<file path="src/rtl/dmac_pkg.sv">
package dmac_pkg;
    localparam int AW        = 32;
    localparam int DW        = 16;
    localparam int MAX_LEN_W = 16;
    localparam int REM_W     = MAX_LEN_W + 1;

    typedef enum logic [2:0] {
        ST_IDLE   = 3'd0,
        ST_FETCH  = 3'd1,
        ST_RX_GET = 3'd2,
        ST_RX_PUT = 3'd3,
        ST_TX_GET = 3'd4,
        ST_TX_PUT = 3'd5
    } dmac_st_e;

    typedef struct packed {
        dmac_st_e             st;
        logic [1:0]           widx;
        logic [AW-1:0]        first_ptr;
        logic [AW-1:0]        cur_ptr;
        logic [AW-1:0]        buf_addr;
        logic [AW-1:0]        next_ptr;
        logic [MAX_LEN_W-1:0] len_raw;
        logic                 eol;
        logic [REM_W-1:0]     rem;
        logic [DW-1:0]        hold;
        logic                 rx;
        logic                 done;
        logic                 irq;
    } dmac_regs_t;
endpackage

</file>
<file path="src/rtl/dmac_len_dec.sv">
module dmac_len_dec #(
    parameter int LEN_W = 16
) (
    input  logic [LEN_W-1:0]           raw,
    output logic [dmac_pkg::REM_W-1:0] bytes
);
    localparam int RW = dmac_pkg::REM_W;

    // zero selects the full range; odd counts round up to a whole word
    always_comb begin
        if (raw == '0) begin
            bytes = RW'(1) << LEN_W;
        end else begin
            bytes = RW'(raw) + RW'(raw[0]);
        end
    end
endmodule

</file>
<file path="src/rtl/dmac_port_mux.sv">
module dmac_port_mux
    import dmac_pkg::*;
(
    input  dmac_st_e        st,
    input  logic [1:0]      widx,
    input  logic [AW-1:0]   cur_ptr,
    input  logic [AW-1:0]   buf_addr,
    input  logic [DW-1:0]   hold,
    output logic            mem_req,
    output logic            mem_we,
    output logic [AW-1:0]   mem_addr,
    output logic [DW-1:0]   mem_wdata,
    output logic            in_ready,
    output logic            out_valid,
    output logic [DW-1:0]   out_data
);
    always_comb begin
        mem_req   = (st == ST_FETCH) || (st == ST_RX_PUT) || (st == ST_TX_GET);
        mem_we    = (st == ST_RX_PUT);
        mem_addr  = (st == ST_FETCH) ? (cur_ptr + {{(AW-4){1'b0}}, widx, 2'b00}) : buf_addr;
        mem_wdata = hold;
        in_ready  = (st == ST_RX_GET);
        out_valid = (st == ST_TX_PUT);
        out_data  = hold;
    end
endmodule

</file>
<file path="src/rtl/dmac_chain.sv">
module dmac_chain
    import dmac_pkg::*;
#(
    parameter int LEN_W = 16
) (
    input  logic          clk,
    input  logic          rst_n,
    input  logic          sw_first_we,
    input  logic [31:0]   sw_first_ptr,
    input  logic          sw_start,
    input  logic          sw_dir_rx,
    input  logic          sw_reset,
    output logic          busy,
    output logic          done,
    output logic          irq,
    output logic          mem_req,
    output logic          mem_we,
    output logic [31:0]   mem_addr,
    output logic [15:0]   mem_wdata,
    input  logic [31:0]   mem_rdata,
    input  logic          mem_ack,
    input  logic          in_valid,
    input  logic [15:0]   in_data,
    output logic          in_ready,
    output logic          out_valid,
    output logic [15:0]   out_data,
    input  logic          out_ready
);
    localparam logic [REM_W-1:0] WORD_BYTES = REM_W'(2);

    dmac_regs_t       q, n;
    logic             adv;
    logic [REM_W-1:0] dec_bytes;

    dmac_len_dec #(.LEN_W(LEN_W)) u_len (
        .raw   (q.len_raw[LEN_W-1:0]),
        .bytes (dec_bytes)
    );

    dmac_port_mux u_mux (
        .st        (q.st),
        .widx      (q.widx),
        .cur_ptr   (q.cur_ptr),
        .buf_addr  (q.buf_addr),
        .hold      (q.hold),
        .mem_req   (mem_req),
        .mem_we    (mem_we),
        .mem_addr  (mem_addr),
        .mem_wdata (mem_wdata),
        .in_ready  (in_ready),
        .out_valid (out_valid),
        .out_data  (out_data)
    );

    always_comb begin
        n      = q;
        n.done = 1'b0;
        adv    = 1'b0;
        if (sw_first_we) begin
            n.first_ptr = sw_first_ptr;
        end
        if (sw_reset) begin
            n.st  = ST_IDLE;
            n.irq = 1'b0;
        end else begin
            unique case (q.st)
                ST_IDLE: begin
                    if (sw_start) begin
                        n.st      = ST_FETCH;
                        n.widx    = 2'd0;
                        n.cur_ptr = q.first_ptr;
                        n.rx      = sw_dir_rx;
                    end
                end
                ST_FETCH: begin
                    if (mem_ack) begin
                        n.widx = q.widx + 2'd1;
                        case (q.widx)
                            2'd0: n.len_raw  = MAX_LEN_W'(mem_rdata[LEN_W-1:0]);
                            2'd1: n.eol      = mem_rdata[0];
                            2'd2: n.buf_addr = mem_rdata;
                            default: begin
                                n.next_ptr = mem_rdata;
                                n.rem      = dec_bytes;
                                n.st       = q.rx ? ST_RX_GET : ST_TX_GET;
                            end
                        endcase
                    end
                end
                ST_RX_GET: begin
                    if (in_valid) begin
                        n.hold = in_data;
                        n.st   = ST_RX_PUT;
                    end
                end
                ST_RX_PUT: adv = mem_ack;
                ST_TX_GET: begin
                    if (mem_ack) begin
                        n.hold = mem_rdata[15:0];
                        n.st   = ST_TX_PUT;
                    end
                end
                ST_TX_PUT: adv = out_ready;
                default:   n.st = ST_IDLE;
            endcase
            if (adv) begin
                n.buf_addr = q.buf_addr + 32'd2;
                n.rem      = q.rem - WORD_BYTES;
                if (q.rem == WORD_BYTES) begin
                    if (q.eol) begin
                        n.st   = ST_IDLE;
                        n.done = 1'b1;
                        n.irq  = 1'b1;
                    end else begin
                        n.st      = ST_FETCH;
                        n.widx    = 2'd0;
                        n.cur_ptr = q.next_ptr;
                    end
                end else begin
                    n.st = q.rx ? ST_RX_GET : ST_TX_GET;
                end
            end
        end
    end

    always_ff @(posedge clk or negedge rst_n) begin
        if (!rst_n) begin
            q <= '0;
        end else begin
            q <= n;
        end
    end

    assign busy = (q.st != ST_IDLE);
    assign done = q.done;
    assign irq  = q.irq;

    AST_REQ_HELD: assert property (@(posedge clk) disable iff (!rst_n)
        (mem_req && !mem_ack && !sw_reset) |=> (mem_req && $stable(mem_addr) && $stable(mem_we)));
    AST_START_FETCH: assert property (@(posedge clk) disable iff (!rst_n)
        (!busy && sw_start && !sw_reset) |=> (mem_req && !mem_we));
    AST_RESET_IDLE: assert property (@(posedge clk) disable iff (!rst_n)
        sw_reset |=> (!busy && !irq && !mem_req));
    AST_DONE_PULSE: assert property (@(posedge clk) disable iff (!rst_n)
        done |=> !done);
    AST_DONE_FLAG: assert property (@(posedge clk) disable iff (!rst_n)
        done |-> (irq && !busy));
    AST_REM_EVEN: assert property (@(posedge clk) disable iff (!rst_n)
        (busy && q.st != ST_FETCH) |-> !q.rem[0]);
    AST_IDLE_QUIET: assert property (@(posedge clk) disable iff (!rst_n)
        !busy |-> (!mem_req && !in_ready && !out_valid));
endmodule

</file>
<file path="config.mk">
export PLATFORM = sky130hd
export DESIGN_NAME = dmac_chain
export DESIGN_NICKNAME = d
export VERILOG_FILES = /design/src/rtl/dmac_pkg.sv /design/src/rtl/dmac_len_dec.sv /design/src/rtl/dmac_port_mux.sv /design/src/rtl/dmac_chain.sv
export SDC_FILE = /design/constraint.sdc
export NUM_CORES = 1
export LEC_CHECK = 0
export BUFFER_PORTS_ARGS = -buffer_cell sky130_fd_sc_hd__buf_2
export CORE_MARGIN = 2
export CORE_UTILIZATION = 50
export DETAILED_ROUTE_END_ITERATION = 8
export GPL_TIMING_DRIVEN = 0
export PLACE_DENSITY_LB_ADDON = 0.05
export SLEW_MARGIN = 10
export SYNTH_ARGS = -nofsm -noshare
export SYNTH_HDL_FRONTEND = slang
export SYNTH_HIERARCHICAL = 1
export SYNTH_SLANG_ARGS = --single-unit
</file>
<file path="constraint.sdc">
create_clock -name clk -period 2.5 [get_ports clk]
set_input_delay 0.5 -clock clk [delete_from_list [all_inputs] [get_ports clk]]
set_output_delay 0.5 -clock clk [all_outputs]
set_load 0.005 [all_outputs]
</file>
==> out/summary.txt, run 1 <==
Status -> finished, violations left
Failing checks -> setup timing
Clock network power share -> 0.242
Critical path buffers and inverters -> 4
Register area share after synthesis -> 0.435
Final Hold Vio Count -> 0
PwrDens -> 952 mW/mm2
Placed cell count -> 1,492
Syn Area/Cell -> 10.1 um2
Final WS setup -> -701 ps
Worst Max-Slew Pin Slew -> 860 ps
Final setup TNS -> -12,800 ps
Max Fanout on Critical Path -> 4
Gpl congestion -> 0.914
Fin cells -> 1,554
DP Wirelength -> 23,100 um
Distinct cells, synth -> 80
Io pins -> 160
Initial antenna violation count -> 1
Worst-path clk slew -> 70 ps
DR pass1 iterations -> 6
Post-synthesis cell count -> 1,058
Leakage -> 5.93 nW
Stages on worst setup path -> 11
Total gr overflow -> 0
Internal power -> 7.91 mW
DR vias/cell -> 5.99
# nets final -> 1,365
Initial core utilization -> 0.509
Die H -> 150 um
Critical path's top delay family -> simple AND/OR/NAND/NOR gates
Residual DRC -> 0
Post-DRT Antenna Nets -> 0
Critical Path, Cell by Cell -> ha_4, inv_2, fa_2, and4b_1, buf_6, nor4b_4, buf_4, nand3_4, xor2_2, o21ai_2, buf_2
Filler Cell Count -> 1,756
Die X -> 150 um
PortBufs -> 158
RSZ-0062 raised after global routing -> yes
Max incr delay on CP -> 400 ps
Share of layout cells above drive strength 1 -> 0.377
Tmin final -> 3200 ps
EDFF count, synth -> 0
CTS tree -> built
Max-slew headroom -> 0.422
Via total after detailed routing -> 9,315
Register bit count reported by yosys -> 186
Comb pwr share -> 0.367
Slowest CP cell -> dfrtp_1
Final Setup Violations -> 28
HP Class -> in -> async
Pin count of the biggest net entering global routing -> 101
Vias in the first global route -> 8,852
Synthesis-to-finish area growth -> 22.1%
Kind of critical path -> reg -> out
Fin util -> 0.622
Clock Sinks -> 186
Num rows -> 53
F_max -> 0.312 GHz
Crit start category -> register
Worst EP required -> 2000 ps
H-tree Lvls -> 4
Max-Cap Viols -> 0
R2R cell count -> 7
Wirelength, routed -> 32,100 um
Clock root buffer -> clkbuf_16
Hold_ws -> 48.4 ps
Starting DRT DRC Count -> 983
Clock tree buffer depth -> 2
First-pass GRT wire length -> 49,800 um
Synthesized area -> 0.0107 mm2
Worst VDD drop -> 0.000543 V
Arr. time, crit path -> 2700 ps
Final Cycle Share -> 1.28
Synth Flop Type -> dfrtp_1
Setup Skew -> 8.50 ps
Sw Share -> 0.364
Sequential share of power -> 0.391
WL per Instance -> 20.6 um
Max-slew violations -> 0
DP Worst Slack -> -413 ps
Worst-Skew Late Latency -> 430 ps
Total track usage -> 0.288
Syn Nets -> 1,158
CTS Buf Count -> 17
Die area -> 0.0226 mm2
Synth warnings -> 6
Ys async rst share -> 1.00
CORE AREA -> 0.0210 mm2
Crit path capture type -> output port
Sw power -> 4.53 mW
[logic make-up (layout without fill, tap and decap cells)]
family | Yosys count | count (layout) | share of synthesized area
buffers and inverters | 124 | 344 | 0.0612
XOR/XNOR | 42 | 42 | 0.0344
AND/OR/NAND/NOR | 308 | 308 | 0.160
flip-flops | 186 | 186 | 0.435
multiplexers | 104 | 104 | 0.107
AO/OA/AOI/OAI | 282 | 282 | 0.189
adder cells (fa/ha/maj) | 11 | 11 | 0.0136
other | 1 | 2 | 0.000350
[cell type report]
type | instances | area (um2) | area share
Multi-Input combinational cell | 748 | 5600 | 0.428
Sequential cell | 186 | 4660 | 0.357
Timing Repair Buffer | 189 | 1120 | 0.0854
Buffer | 95 | 601 | 0.0459
Clock buffer | 18 | 439 | 0.0336
Tap cell | 275 | 344 | 0.0263
Clock inverter | 14 | 204 | 0.0156
Inverter | 28 | 105 | 0.00804
Antenna cell | 1 | 2.50 | 0.000191
[worst reg2reg max path: stages, from the launching register on]
cell	delay [ps]
dfrtp_1	400
or4_1	650
nor4_4	260
nand4b_4	200
buf_12	200
a21oi_4	280
buf_6	230
a2bb2oi_2	160
[path summary, 6_finish.rpt]
| check | start | to | slack [ps] |
|---|---|---|---|
| max reg2reg | q[32] | q[134] | 50 |
| max | q[119] | mem_addr[20] | -700 |
| min reg2reg | irq | irq | 480 |
| min | rst_n | q[175] | 50 |
| min in group clk | sw_first_ptr[28] | q[177] | 290 |
| max in group asynchronous | rst_n | q[181] | 1510 |
[cell usage after synthesis, types with 8 or more instances]
master | number | area, um2
dfrtp_1 | 186 | 4650
nand2_1 | 116 | 435
mux2_2 | 85 | 957
o21ai_0 | 84 | 420
a21oi_1 | 43 | 215
nor2_1 | 42 | 158
nand3_1 | 40 | 200
clkbuf_1 | 39 | 146
o22ai_1 | 37 | 231
buf_4 | 34 | 255
xor2_1 | 31 | 272
a2bb2oi_2 | 30 | 450
inv_1 | 28 | 105
mux2i_1 | 19 | 190
nand4_1 | 18 | 113
nor3_1 | 13 | 65.1
and3_1 | 11 | 68.8
buf_2 | 11 | 55.1
xnor2_1 | 11 | 96.3
ha_1 | 10 | 125
o21ai_1 | 9 | 45.0
a31oi_1 | 8 | 50.1
o211ai_1 | 8 | 60.1
[routing by layer]
layer / up-vias / global-route usage / share of wire
met5: - / 0 / 0
met3: 30 / 0.0409 / 0.079
met2: 439 / 0.445 / 0.45
met1: 4562 / 0.425 / 0.45
met4: 0 / 0.0778 / 0.015
li1: 4284 / - / -
[power by group through the flow]
stage | Clock [mW] | Combinational [mW] | Sequential, mW
after global placement | 0 | 3.94 | 4.84
after floorplan | 0 | 2.83 | 4.57
after detailed placement | 0 | 4.00 | 4.87
final | 3.01 | 4.57 | 4.86
after CTS | 3.05 | 4.38 | 4.81
after global routing | 3.17 | 5.00 | 4.99
[cell usage in the layout (no fill, tap or decap), types with 7 or more instances in the layout]
cell	netlist	layout
a2bb2oi_2	30	30
nand2_1	116	112
a21oi_1	43	41
a22oi_1	7	7
mux2_2	85	85
nand4_1	18	18
mux2i_1	19	19
o21ai_1	9	16
a32oi_1	7	7
nand3_1	40	36
and3_1	11	9
o22ai_1	37	37
xor2_1	31	29
o31a_1	7	7
inv_1	28	27
dfrtp_1	186	179
a31oi_1	8	8
clkbuf_2	1	16
o211ai_1	8	8
xnor2_1	11	9
dfrtp_2	0	7
clkbuf_1	39	17
clkbuf_16	0	17
buf_6	5	15
buf_4	34	52
o21ai_2	2	12
o21ai_0	84	67
nor3_1	13	12
ha_1	10	8
buf_2	11	169
nor2_1	42	41
[state kept, by name, indices dropped and copies added, names as in the netlist]
register / count
irq: 1
q: 184
done: 1
[through the flow]
step           cell area (um2)  total power [mW]
3_5_place_dp             11900              8.87
3_3_place_gp             11800              8.78
2_1_floorplan            10700              7.40
5_1_grt                  13100              13.2
6_report                 13100              12.4
4_1_cts                  12800              12.2
[what timing repair did]
| item | in CTS | in global routing |
|---|---|---|
| setup buffers | 21 | 16 |
| hold endpoints to repair | 0 | 0 |
| pin swaps | 10 | 19 |
| gates resized for setup | 72 | 55 |
| setup endpoints to repair | 145 | 99 |
| hold buffers | 0 | 0 |
No activity file was read; power rests on OpenSTA's default activity.
==> inputs of run 2 (changes only) <==
--- a/config.mk
+++ b/config.mk
@@ -7,7 +7,7 @@
 export LEC_CHECK = 0
 export BUFFER_PORTS_ARGS = -buffer_cell sky130_fd_sc_hd__buf_2
 export CORE_MARGIN = 2
-export CORE_UTILIZATION = 50
+export CORE_UTILIZATION = 52
 export DETAILED_ROUTE_END_ITERATION = 8
 export GPL_TIMING_DRIVEN = 0
 export PLACE_DENSITY_LB_ADDON = 0.05
==> out/summary.txt, run 2 (synthesis gave the netlist of run 1 again) <==
Status -> finished, violations left
Failing checks -> setup timing
Max reg flops -> 184 (unchanged)
Pin count of the biggest net entering global routing -> 108 (+6.9%)
Vias in the first global route -> 8,966 (+1.3%)
CORE AREA -> 0.0202 mm2 (-3.7%)
DR pass1 iterations -> 6 (unchanged)
Io pins -> 160 (unchanged)
Hold buffers post-CTS -> 0 (unchanged)
Placed cell count -> 1,487 (-0.34%)
Clock root buffer -> clkbuf_16
DR vias/cell -> 6.02 (+0.36%)
Post-Place Cell Area -> 0.0119 mm2 (about the same)
Gpl congestion -> 0.932 (+2.0%)
HP Class -> in -> async
PwrDens -> 936 mW/mm2 (-1.6%)
WL per Instance -> 20.7 um (+0.14%)
Final Hold Vio Count -> 0 (unchanged)
Share of layout cells above drive strength 1 -> 0.379 (+0.00232)
Crit start category -> register
Die H -> 147 um (-1.9%)
Worst-Skew Late Latency -> 430 ps (about the same)
Max incr delay on CP -> 400 ps (about the same)
CTS tree -> built
Post-DRT Antenna Nets -> 0 (unchanged)
Wirelength, routed -> 32,100 um (+0.27%)
Via total after detailed routing -> 9,361 (+0.49%)
Clock Sinks -> 186 (unchanged)
Die X -> 147 um (-1.9%)
Total gr overflow -> 0 (unchanged)
Critical path buffers and inverters -> 3 (-1)
Crit path capture type -> output port
Reg with most FFs -> q
Max-slew violations -> 0 (unchanged)
Worst-path clk slew -> 70 ps (about the same)
Residual DRC -> 0 (unchanged)
Kind of critical path -> reg -> out
Tmin final -> 3210 ps (+12.4 ps)
Worst Max-Slew Pin Slew -> 864 ps (+3.69 ps)
Max-slew headroom -> 0.424 (+0.00195)
CTS Buf Count -> 17 (unchanged)
Worst VDD drop -> 0.000493 V (-9.2%)
H-tree Lvls -> 4 (unchanged)
Slowest CP cell -> dfrtp_1
Max-Cap Viols -> 0 (unchanged)
DP Wirelength -> 23,100 um (+0.14%)
# nets final -> 1,374 (+0.66%)
Setup Skew -> 10.8 ps (+2.35 ps)
Die area -> 0.0218 mm2 (-3.7%)
Final Cell Area -> 0.0132 mm2 (+0.81%)
Critical path's top delay family -> simple AND/OR/NAND/NOR gates
PortBufs -> 158 (unchanged)
Antenna cell count -> 0 (-1)
RSZ-0062 raised after global routing -> yes
R2R cell count -> 10 (+3)
Max Fanout on Critical Path -> 4 (unchanged)
Final Setup Violations -> 27 (-3.6%)
Initial core utilization -> 0.529 (+0.0198)
Initial antenna violation count -> 0 (-1)
Clock tree buffer depth -> 2 (unchanged)
Num rows -> 52 (-1.9%)
Stages on worst setup path -> 10 (-1)
Most frequent cells in the layout -> 180 x dfrtp_1, 167 x buf_2, 113 x nand2_1
Final WS setup -> -714 ps (-12.4 ps)
F_max -> 0.311 GHz (-0.39%)
Critical Path, Cell by Cell -> ha_4, inv_2, fa_2, and4b_1, buf_6, nor4b_4, nand3_1, xor2_1, o21ai_2, buf_2
Final Cycle Share -> 1.29 (+0.00496)
Most common cell after layout, fill and taps aside -> dfrtp_1
Synthesis-to-finish area growth -> 23.1%
Leakage -> 5.99 nW (+1.1%)
Worst EP required -> 2000 ps (about the same)
Fin cells -> 1,556 (+0.13%)
Total track usage -> 0.293 (+0.00511)
Starting DRT DRC Count -> 882 (-10%)
First-pass GRT wire length -> 49,700 um (-0.28%)
Arr. time, crit path -> 2710 ps (about the same)
[run 2: cell types whose count changed in the layout (fill, tap and decap cells not counted), sizes merged, moves of 2 or more]
cell,previous run,this run
buf,244,250
bufinv,4,2
clkbuf,58,61
clkinv,1,6
clkinvlp,2,0
inv,35,33
[run 2: timing repair]
action / CTS / global route
gates cloned: 0 / 3
buffers inserted: 17 / 19
hold endpoints to repair: 0 / 0
setup endpoints to repair: 144 / 146
gates resized for setup: 64 / 79
pin swaps: 9 / 29
[run 2: per-layer routing]
layer | global-route usage | wire (um) | vias up
met3 | 0.0639 | 2580 | 42
met2 | 0.456 | 14900 | 422
li1 | - | - | 4297
met5 | 0 | 0 | -
met4 | 0.0832 | 601 | 0
met1 | 0.417 | 14100 | 4600
[run 2: worst register-to-register path, stage by stage (launching register included)]
cell      delay (ps)
dfrtp_2          420
buf_4            150
buf_6            130
nand4b_1         330
buf_4            260
nand2_8           90
nand4b_4         270
buf_4            250
buf_4            130
o22ai_1          100
o2bb2a_1         230
[run 2: path summary, 6_finish.rpt]
| kind | startpoint | to | slack, ps |
|---|---|---|---|
| setup / recovery | q[119] | mem_addr[18] | -710 |
| hold / removal | rst_n | q[175] | 120 |
| setup reg to reg | q[185] | q[147] | 20 |
| hold reg to reg | irq | irq | 470 |
| max in group asynchronous | rst_n | q[181] | 1460 |
| min in group clk | sw_first_ptr[24] | q[173] | 290 |
[run 2: final cells by class]
type / instances / area [um2]
fill: 1637 / 7050
multi-input combinational: 748 / 5630
sequential: 186 / 4660
timing repair buffer: 198 / 1230
buffer: 95 / 636
clock buffer: 18 / 439
tap: 270 / 338
clock inverter: 13 / 141
inverter: 28 / 105
[run 2: through the flow]
stage               utilization  setup WS (ps)  TNS [ps]  power, mW  hold WS [ps]
floorplan                     -          -2.42     -2.42       7.40           204
global placement          0.585          -2220   -440930       8.76           462
detailed placement        0.587           -432    -29640       8.89           463
CTS                       0.630           -701    -11950       12.0           153
global route              0.651           -828    -16450       13.0           177
finish                    0.651           -714    -14010       12.3           123
[run 2: report_power, final]
part,total (mW),internal (mW),switching [mW],leakage (nW)
clock network,2.74,1.51,1.23,0.291
registers,4.86,3.81,1.06,2.33
logic,4.74,2.48,2.25,3.37
==> inputs of run 3 (changes only) <==
--- a/config.mk
+++ b/config.mk
@@ -7,7 +7,8 @@
 export LEC_CHECK = 0
 export BUFFER_PORTS_ARGS = -buffer_cell sky130_fd_sc_hd__buf_2
 export CORE_MARGIN = 2
-export CORE_UTILIZATION = 52
+export CORE_UTILIZATION = 54
+export CTS_BUF_LIST = sky130_fd_sc_hd__clkbuf_8
 export DETAILED_ROUTE_END_ITERATION = 8
 export GPL_TIMING_DRIVEN = 0
 export PLACE_DENSITY_LB_ADDON = 0.05
==> out/summary.txt, run 3 (synthesis gave the netlist of run 1 again) <==
Leakage -> 5.75 nW (-4.1%)
Reg with most FFs -> q
Die H -> 145 um (-1.8%)
Max incr delay on CP -> 410 ps (about the same)
Placed cell count -> 1,482 (-0.34%)
Die area -> 0.0210 mm2 (-3.6%)
Initial core utilization -> 0.550 (+0.0210)
CTS tree -> built
Slowest CP cell -> dfrtp_2
Pin count of the biggest net entering global routing -> 102 (-5.6%)
Io pins -> 160 (unchanged)
Failing checks -> setup timing
Vias in the first global route -> 8,697 (-3.0%)
DR vias/cell -> 6.01 (-0.16%)
Total track usage -> 0.305 (+0.0119)
DP Wirelength -> 22,800 um (-1.4%)
PortBufs -> 158 (unchanged)
Max reg flops -> 184 (unchanged)
Residual DRC -> 0 (unchanged)
Status -> finished, violations left
Crit start category -> register
Max-Cap Viols -> 0 (unchanged)
Tmin final -> 3220 ps (+9.49 ps)
Final Power -> 11.5 mW (-6.9%)
RSZ-0062 raised after global routing -> yes
Fin util -> 0.652 (about the same)
Clock Sinks -> 186 (unchanged)
Post-Place Cell Area -> 0.0119 mm2 (about the same)
Final WS setup -> -723 ps (-9.49 ps)
Worst EP required -> 2000 ps (about the same)
Final Cell Area -> 0.0127 mm2 (-3.8%)
Share of layout cells above drive strength 1 -> 0.363 (-0.0163)
Die X -> 145 um (-1.8%)
Antenna cell count -> 0 (unchanged)
Initial antenna violation count -> 0 (unchanged)
CTS Buf Count -> 17 (unchanged)
DR pass1 iterations -> 5 (-1)
Starting DRT DRC Count -> 985 (+12%)
R2R cell count -> 10 (unchanged)
Final Hold Vio Count -> 0 (unchanged)
Clock root buffer -> clkbuf_8
HP Class -> in -> async
Critical Path, Cell by Cell -> ha_4, inv_2, fa_2, and4b_1, buf_6, nor4b_4, nand3_1, xor2_1, o21ai_2, buf_2
Fin cells -> 1,537 (-1.2%)
Gpl congestion -> 0.947 (+1.7%)
Max-slew headroom -> 0.435 (+0.0108)
Clock tree buffer depth -> 2 (unchanged)
Arr. time, crit path -> 2720 ps (about the same)
H-tree Lvls -> 4 (unchanged)
Most frequent cells in the layout -> 181 x dfrtp_1, 168 x buf_2, 112 x nand2_1
Worst-path clk slew -> 110 ps (+40 ps)
DP Worst Slack -> -457 ps (-25.7 ps)
Wirelength, routed -> 31,400 um (-2.3%)
# nets final -> 1,359 (-1.1%)
First-pass GRT wire length -> 48,400 um (-2.6%)
Setup Skew -> 14.8 ps (+3.95 ps)
Num rows -> 51 (-1.9%)
Final Setup Violations -> 27 (unchanged)
Post-DRT Antenna Nets -> 0 (unchanged)
PwrDens -> 906 mW/mm2 (-3.3%)
Worst Max-Slew Pin Slew -> 848 ps (-16.2 ps)
Max-slew violations -> 0 (unchanged)
F_max -> 0.310 GHz (-0.29%)
Total gr overflow -> 0 (unchanged)
Kind of critical path -> reg -> out
Via total after detailed routing -> 9,232 (-1.4%)
Final Cycle Share -> 1.29 (+0.00380)
WL per Instance -> 20.4 um (-1.1%)
Crit path capture type -> output port
Worst-Skew Late Latency -> 480 ps (+50 ps)
Max Fanout on Critical Path -> 4 (unchanged)
Most common cell after layout, fill and taps aside -> dfrtp_1
Synthesis-to-finish area growth -> 18.5%
Worst VDD drop -> 0.000436 V (-11%)
CORE AREA -> 0.0195 mm2 (-3.8%)
==> run 3: final cells by class <==
type / count / area [um2]
timing repair buffer: 183 / 1050
sequential: 186 / 4660
fill: 1616 / 6780
clock inverter: 15 / 188
clock buffer: 17 / 234
inverter: 28 / 105
buffer: 95 / 606
multi-input combinational: 748 / 5510
tap: 265 / 332
==> run 3: critical path, delay by kind of cell, from the launching register on <==
| kind | cells | cell delay [ps] |
|---|---|---|
| simple gates | 3 | 710 |
| fa+ha+maj | 2 | 500 |
| flops | 1 | 410 |
| buf+inv | 3 | 290 |
| xor+xnor | 1 | 180 |
| compound gates | 1 | 150 |
==> run 3: metal layers <==
metal	GRT usage	vias to the layer above	share of wire
li1	-	4255	-
met1	0.437	4496	0.45
met2	0.482	437	0.46
met3	0.0418	44	0.075
met4	0.0966	0	0.021
met5	0	-	0
==> run 3: metrics by stage <==
| step | hold WS, ps | TNS (ps) |
|---|---|---|
| global placement | 462 | -432400 |
| finish | 17.2 | -15160 |
| global route | 55.8 | -17210 |
| CTS | 33.9 | -14490 |
| floorplan | 204 | -2.42 |
| detailed placement | 468 | -30110 |
==> run 3: repair_timing <==
| action | CTS | global route |
|---|---|---|
| hold buffers | 0 | 0 |
| pin swaps | 10 | 12 |
| gates cloned | 0 | 0 |
| setup endpoints to repair | 147 | 131 |
| setup buffers | 21 | 4 |
| resized for setup | 68 | 35 |
==> run 3: power by group <==
part           total [mW]  leakage, nW  switching, mW  internal, mW
clock network        2.21        0.209           1.20          1.01
logic                4.46         3.20           2.14          2.32
registers            4.81         2.33           1.01          3.80
total                11.5         5.75           4.36          7.13
==> run 3: final timing paths <==
| check | start | to | slack (ps) |
|---|---|---|---|
| max in group asynchronous | rst_n | q[185] | 1500 |
| max | q[181] | mem_addr[18] | -720 |
| max reg2reg | q[184] | q[27] | 60 |
| min reg2reg | irq | irq | 500 |
| min | rst_n | q[174] | 20 |
| min in group clk | sw_first_ptr[15] | q[164] | 240 |
